## config.mk

```make
export PLATFORM = sky130hd
export DESIGN_NAME = bus_demux
export DESIGN_NICKNAME = d
export VERILOG_FILES = /design/src/rtl/bus_demux_pkg.sv /design/src/rtl/addr_hold.sv /design/src/rtl/phase_decode.sv /design/src/rtl/data_steer.sv /design/src/rtl/bus_demux.sv
export SDC_FILE = /design/constraint.sdc
export NUM_CORES = 1
export LEC_CHECK = 0
export ABC_AREA = 1
export CAP_MARGIN = 25
export CORE_UTILIZATION = 30
export CTS_CLUSTER_DIAMETER = 60
export DETAILED_ROUTE_END_ITERATION = 10
export PLACE_DENSITY = 0.65
export SYNTH_ARGS = -nofsm -noshare
export SYNTH_HDL_FRONTEND = slang
export SYNTH_SLANG_ARGS = --single-unit
```

## constraint.sdc

```tcl
create_clock -name clk -period 1.3 [get_ports clk]
set_clock_uncertainty 0.2 [all_clocks]
set_input_delay 0.13 -clock clk [delete_from_list [all_inputs] [get_ports clk]]
set_output_delay 0.13 -clock clk [all_outputs]
set_load 0.01 [all_outputs]
```

## src/rtl/bus_demux_pkg.sv

```systemverilog
// Package: shared bus phase type and width constants for the bus splitter.
// Assumes one bus operation at a time and strobes that are active-low.
package bus_demux_pkg;

    typedef enum logic [1:0] {
        PH_IDLE  = 2'd0,
        PH_ADDR  = 2'd1,
        PH_READ  = 2'd2,
        PH_WRITE = 2'd3
    } bus_phase_e;

    // Classify the pins into one phase; the address strobe wins over data strobes.
    function automatic bus_phase_e classify(input logic ale, input logic rd_n, input logic wr_n);
        if (ale)                 return PH_ADDR;
        else if (!rd_n && wr_n)  return PH_READ;
        else if (!wr_n && rd_n)  return PH_WRITE;
        else                     return PH_IDLE;
    endfunction

endpackage

```

## src/rtl/addr_hold.sv

```systemverilog
// Module: transparent-then-hold capture for one address field.
// While open_i is high the output follows d_i in the same cycle, and the value is
// stored on each rising edge. While open_i is low the stored value is shown.
// Assumes d_i is stable around the last edge before open_i falls.
module addr_hold #(
    parameter int W = 8
) (
    input  logic         clk,
    input  logic         rst_n,
    input  logic         open_i,
    input  logic [W-1:0] d_i,
    output logic [W-1:0] q_o
);

    logic [W-1:0] held_q;

    // Store the field while the capture window is open; clear on reset.
    always_ff @(posedge clk) begin
        if (!rst_n)      held_q <= '0;
        else if (open_i) held_q <= d_i;
    end

    // Pass through while open, present the stored field otherwise.
    always_comb begin
        q_o = open_i ? d_i : held_q;
    end

endmodule

```

## src/rtl/phase_decode.sv

```systemverilog
// Module: decodes the control pins into one bus phase.
// Assumes active-low strobes; conflicting strobes map to idle so nothing drives.
module phase_decode
    import bus_demux_pkg::*;
(
    input  logic       ale,
    input  logic       rd_n,
    input  logic       wr_n,
    output bus_phase_e phase_o
);

    // Map the pin combination onto a phase.
    always_comb begin
        phase_o = classify(ale, rd_n, wr_n);
    end

endmodule

```

## src/rtl/data_steer.sv

```systemverilog
// Module: steers the shared data byte in one direction per phase.
// On a write the processor byte goes toward memory; on a read the memory byte
// goes back to the processor. Disabled paths carry zero.
module data_steer
    import bus_demux_pkg::*;
#(
    parameter int W = 8
) (
    input  bus_phase_e   phase_i,
    input  logic [W-1:0] ad_i,
    input  logic [W-1:0] rdata_i,
    output logic [W-1:0] ad_o,
    output logic         ad_oe_o,
    output logic [W-1:0] wdata_o,
    output logic         wdata_en_o
);

    // Select the driving direction from the phase.
    always_comb begin
        ad_o       = '0;
        ad_oe_o    = 1'b0;
        wdata_o    = '0;
        wdata_en_o = 1'b0;
        unique case (phase_i)
            PH_READ: begin
                ad_o    = rdata_i;
                ad_oe_o = 1'b1;
            end
            PH_WRITE: begin
                wdata_o    = ad_i;
                wdata_en_o = 1'b1;
            end
            default: ;
        endcase
    end

endmodule

```

## src/rtl/bus_demux.sv

```systemverilog
// Module: top of the shared-pin address/data bus splitter.
// Captures the low and high address bytes while ale is high and holds them.
// Routes the data byte by strobe. Assumes synchronous, single-operation bus use.
module bus_demux
    import bus_demux_pkg::*;
#(
    parameter int LO_W = 8,
    parameter int HI_W = 8,
    localparam int ADDR_W = LO_W + HI_W
) (
    input  logic              clk,
    input  logic              rst_n,
    input  logic              ale,
    input  logic [HI_W-1:0]   hi_addr_in,
    input  logic [LO_W-1:0]   ad_in,
    input  logic              rd_n,
    input  logic              wr_n,
    input  logic [LO_W-1:0]   mem_rdata,
    output logic [ADDR_W-1:0] addr_out,
    output logic [LO_W-1:0]   ad_out,
    output logic              ad_oe,
    output logic [LO_W-1:0]   mem_wdata,
    output logic              mem_wdata_en
);

    bus_phase_e      phase;
    logic [LO_W-1:0] lo_q;
    logic [HI_W-1:0] hi_q;

    addr_hold #(.W(LO_W)) u_lo (
        .clk    (clk),
        .rst_n  (rst_n),
        .open_i (ale),
        .d_i    (ad_in),
        .q_o    (lo_q)
    );

    addr_hold #(.W(HI_W)) u_hi (
        .clk    (clk),
        .rst_n  (rst_n),
        .open_i (ale),
        .d_i    (hi_addr_in),
        .q_o    (hi_q)
    );

    phase_decode u_phase (
        .ale     (ale),
        .rd_n    (rd_n),
        .wr_n    (wr_n),
        .phase_o (phase)
    );

    data_steer #(.W(LO_W)) u_steer (
        .phase_i    (phase),
        .ad_i       (ad_in),
        .rdata_i    (mem_rdata),
        .ad_o       (ad_out),
        .ad_oe_o    (ad_oe),
        .wdata_o    (mem_wdata),
        .wdata_en_o (mem_wdata_en)
    );

    // Join the two captured fields into the full address.
    always_comb begin
        addr_out = {hi_q, lo_q};
    end

endmodule

```

After elaboration in Yosys (flattened, before gate mapping):

Index checks and enable logic that the tools add are counted.

* register bits after elaboration: 16
* latch bits: 0
* RAM bits: 0
* memory bits (read-only): 0
* input bits: 29
* word-level logic and storage cells: 17
* memories kept: 0

* add/subtract/negate cells: 0
* multipliers: 0
* divide/modulo/power cells: 0
* $lt $le $gt $ge: 0
* eq/ne operators: 2
* shift-type cells: 0
* mux-type cells: 9
* bitwise logic cells: 0
* reduce and logical (&&, ||, !) cells: 4

Operators with widths (number)
* 8-bit two-way mux: 4
* 2-bit two-way mux: 3
* 2-bit == test (second input constant): 2
* 1-bit logical AND: 2
* 1-bit logical NOT: 2
* 1-bit two-way mux: 2

Depth between registers and ports, before layout:

* word-level depth: 7
* mapped depth: 6
* mapped depth without buffers: 5

Cells and area by module:

A second synthesis with hierarchy kept.

* cell total of the unflattened synthesis: 177
* area total of the unflattened synthesis: 963.4 um2

By module, submodules not included
* addr_hold: instances 2, cells an instance 67, area each 394.1 um2, sequential area each 160.2 um2
* data_steer: instances 1, cells an instance 37, area each 143.9 um2, sequential area each 0.0 um2
* phase_decode: instances 1, cells an instance 6, area each 31.3 um2, sequential area each 0.0 um2

Worst setup path after synthesis:

No wires, ideal clock.

* path kind: in2out
* from: in wr_n
* to: out ad_out[0]
* data arrival time: 0.833 ns
* setup slack: 0.137 ns
* cell stages on the path: 5
* cell sequence: inv_1 > ha_1 > nor2_4 > nand2_2 > nor2_1

* cells in the longest elaborated chain, start to end: 7
* elaborated cells between the ends (all ways): 8
* those cells by class: 1 x eq/ne; 4 x mux; 3 x reduce/logical

Ends and longest elaborated chain
* start, declared: RTL line bus_demux.sv:17 `input logic wr_n,`
* 1-bit logical NOT: RTL line bus_demux_pkg.sv:16 `else if (!wr_n && rd_n) return PH_WRITE;`
* 1-bit logical AND: RTL line bus_demux_pkg.sv:16
* 2-bit two-way mux: RTL line bus_demux_pkg.sv:16
* 2-bit two-way mux *: RTL line bus_demux_pkg.sv:15 `else if (!rd_n && wr_n) return PH_READ;`
* 2-bit two-way mux *: RTL line bus_demux_pkg.sv:14 `if (ale) return PH_ADDR;`
* 2-bit == test *: RTL line data_steer.sv:24 `unique case (phase_i)`
* 8-bit two-way mux *: RTL line data_steer.sv:24
* end, declared: RTL line bus_demux.sv:20 `output logic [LO_W-1:0] ad_out,`

Mark *: on every way between the ends. The rest lies on a longest branch, timed or not.

Worst setup path in the final report:

* from: in wr_n
* to: out mem_wdata[2]

* cells in the longest elaborated chain, start to end: 7
* elaborated cells between the ends (all ways): 8
* those cells by class: 1 x eq/ne; 4 x mux; 3 x reduce/logical

Ends and longest elaborated chain
* 1-bit logical NOT: RTL line bus_demux_pkg.sv:16
* 1-bit logical AND: RTL line bus_demux_pkg.sv:16
* 2-bit two-way mux: RTL line bus_demux_pkg.sv:16
* 2-bit two-way mux *: RTL line bus_demux_pkg.sv:15
* 2-bit two-way mux *: RTL line bus_demux_pkg.sv:14
* 2-bit == test *: RTL line data_steer.sv:24
* 8-bit two-way mux *: RTL line data_steer.sv:24
* end, declared: RTL line bus_demux.sv:22 `output logic [LO_W-1:0] mem_wdata,`

Marks and branches as above.

==> results.yml <==
pwr:
  max-vdd-ir-drop_uv: 618
  pwr-share-seq_pct: 38.0
  power_density_nw_per_um2: 732
  p_clk_share_pct: 22.5
  pwr-share-comb_pct: 39.4
  netSwitchingFraction_pct: 29.3
  power_switching_mw: 0.414
  internal-power_mw: 1.00
  leakage_nw: 1.13
placement:
  place_inst: 286
  hpwl_mm: 1.86
  place_worst_setup_slack_ns: -0.897
  routabilityCongestion: 0.690
  io_buffer_count: 62
routing:
  wl_per_cell_um: 9.11
  totalWireLength_mm: 2.74
  first_pass_iters: 2
  routed-via-count: 1137
  drt_iter0_drc: 21
  viasPerCell: 3.78
  drtAntennaViolNets: 0
  drc: 0
clocking:
  clkTransAtPathRegs_ns: 0.08
  postCtsHoldBufs: 0
  htreeDepth: 1
  cts_tree: "done"
  cts-root-buf: "clkbuf_4"
  numCtsBuffers: 3
  max-clock-path-buffers: 2
  insertion_delay_ns: 0.27
  clock-sinks: 16
setup_path:
  crit_arrival_ns: 1.01
  critPathLaunch: "wr_n"
  cp_slowest_cell: "ha_4"
  r2r-start: "u_hi.held_q[6]"
  critPathMaxFanout: 5
  crit_type: "in -> out"
  path_delay_family: "buffers and inverters"
  worst_setup_path_start_kind: "primary input"
  crit_top_cell: "buf_6"
  endpoint_kind: "output pin"
  max_stage_delay_ns: 0.19
  path_buf_inv: 4
  cp.required_ns: 0.97
  path_cells: "buf_6 > inv_4 > ha_4 > nor2_4 > buf_6 > nand2_8 > nor2_1 > buf_2"
logic_synthesis:
  yosysWarnings: 0
  ys_seq_area_share_pct: 32.7
  yosysTopAreaCellShare_pct: 32.7
  synth-xor-area-share_pct: 0
  synth_area_per_cell_um2: 5.89
  synth_top_family_by_area: "simple AND/OR/NAND/NOR gates"
  synth_compound_area_share_pct: 0
  ys_top_cells_by_count: "inv_1, nand2_1, nor2_1, dfxtp_1, nand2_2"
  synthMuxAreaShare_pct: 0
  yosysTopAreaCell: "dfxtp_1"
  yosysMostFrequentCell: "inv_1"
  synthSimpleGateAreaFrac_pct: 37.2
  synth_fa_ha_area_share_pct: 1.28
  synth.distinct_cells: 13
  synthTopCellsByArea: "dfxtp_1, inv_1, nand2_1, nor2_1, nand2_2"
  synth_top_flop_cell: "dfxtp_1"
  ys_ff_latch: 16
  synth.cell_area_um2: 978
  synthCells: 166
  synth_edf_count: 0
  synth_fp_nets: 196
  postSynth.asyncResetShare_pct: 0
finish:
  final_cells: 301
  num-nets-final: 288
  fill_cells: 309
  syn2layout_area_growth_pct: 97.4
  final_util_pct: 62.8
  diodes: 0
  drive_above_1_share_pct: 54.1
global_routing:
  grt_start_max_net_pins: 17
  overflow: 0
  grt_pass1_vias: 919
  antenna_found_initial: 0
  grt_pass1_wl_mm: 4.07
  grt_usage_pct: 15.8
hold_path:
  min-delay-path-class: "in -> reg"
  min_from: "ad_in[6]"
die:
  rows: 20
  num_io_pins: 63
  initial_core_util_pct: 31.8
  die_y_um: 59.1
  die_w_um: 59.1
  core_region_area_um2: 3080
  dieArea_um2: 3490
sta:
  setup_violations: 16
  fmax_mhz: 745
  finalWorstSetupSlack_ns: -0.0417
  grt_setup_unrepaired: "true"
  tightest_slew_ns: 0.189
  hold_viol: 0
  setup_tns_ns: -0.306
  post-route-period-util_pct: 103
  period_minus_slack_ns: 1.34
  slew_headroom_pct: 87.4
  maxSlewViolCount: 0
status:
  status: "finished, violations left"
  failed_checks: "setup timing"
flow_run:
  cap_violations: 0
==> power by group through the flow <==
stage / combinational [mW] / clock [mW] / sequential (mW)
floorplan: 0.211 / 0 / 0.542
global placement: 0.483 / 0 / 0.542
detailed placement: 0.486 / 0 / 0.544
CTS: 0.502 / 0.331 / 0.532
global route: 0.607 / 0.363 / 0.541
finish: 0.557 / 0.318 / 0.538
==> final timing paths <==
path,endpoint,slack [ns],cells past startpoint
setup / recovery,mem_wdata[2],-0.04,8
hold / removal,u_lo.held_q[6],0.14,6
setup reg to reg,u_hi.held_q[6],0.25,6
hold reg to reg,u_lo.held_q[7],0.33,4
==> layer usage <==
metal / track usage [%] / up-vias / part of all wire, %
met5: 0 / - / 0
met4: 3.06 / 0 / 0.36
met3: 4.59 / 2 / 3.5
met2: 28.2 / 25 / 52
met1: 18.7 / 490 / 44
li1: - / 620 / -
==> layout by cell type, fill, tap and decap left out <==
cell / Yosys / final
nand2_1: 38 / 24
nor2_1: 26 / 17
nand2_2: 12 / 24
nor2_2: 6 / 12
buf_4: 1 / 22
inv_2: 0 / 17
buf_12: 1 / 1
buf_6: 1 / 11
bufbuf_16: 0 / 1
inv_4: 0 / 1
clkdlybuf4s50_1: 0 / 24
buf_2: 1 / 27
nor2_4: 1 / 4
clkbuf_8: 0 / 1
dlymetal6s2s_1: 0 / 1
nand2_4: 0 / 2
ha_4: 0 / 1
inv_1: 61 / 43
dfxtp_1: 16 / 9
nand2_8: 0 / 2
dfxtp_2: 0 / 7
inv_12: 0 / 1
clkbuf_4: 0 / 4
buf_8: 0 / 1
==> state kept, by name, summed over array words and instances, names as in the netlist <==
name and count:
u_hi.held_q 8, u_lo.held_q 8
==> kinds of logic after synthesis <==
family	after synthesis
flops	16
simple gates	83
buf+inv	66
fa+ha+maj	1
==> worst min-delay path, stage by stage <==
cell and delay (ns):
dlymetal6s2s_1 0.13, inv_2 0.07, nand2_1 0.06, nand2_2 0.07
buf_4 0.10, nor2_2 0.02
==> through the flow <==
step           hold WS [ns]  instance area [um2]  power (mW)
5_1_grt               0.148                 1930        1.51
2_1_floorplan         0.134                  978       0.752
6_report              0.140                 1930        1.41
3_3_place_gp          0.315                 1750        1.03
3_5_place_dp          0.314                 1750        1.03
4_1_cts               0.156                 1790        1.36
==> area by class of cell <==
type | instances | area (um2) | area share (%)
clock buffer | 4 | 36.3 | 1.88
inverter | 62 | 248 | 12.8
multi-input combinational | 86 | 512 | 26.5
sequential | 16 | 329 | 17.0
tap | 44 | 55.1 | 2.85
timing repair buffer | 89 | 752 | 38.9
==> what timing repair did <==
action,in CTS,in global routing
setup buffers,4,5
cloned,3,0
endpoints found under the setup margin,34,30
resized for setup,173,51
pin swaps,4,13
Note: power is estimated with default switching activity, not from simulation.
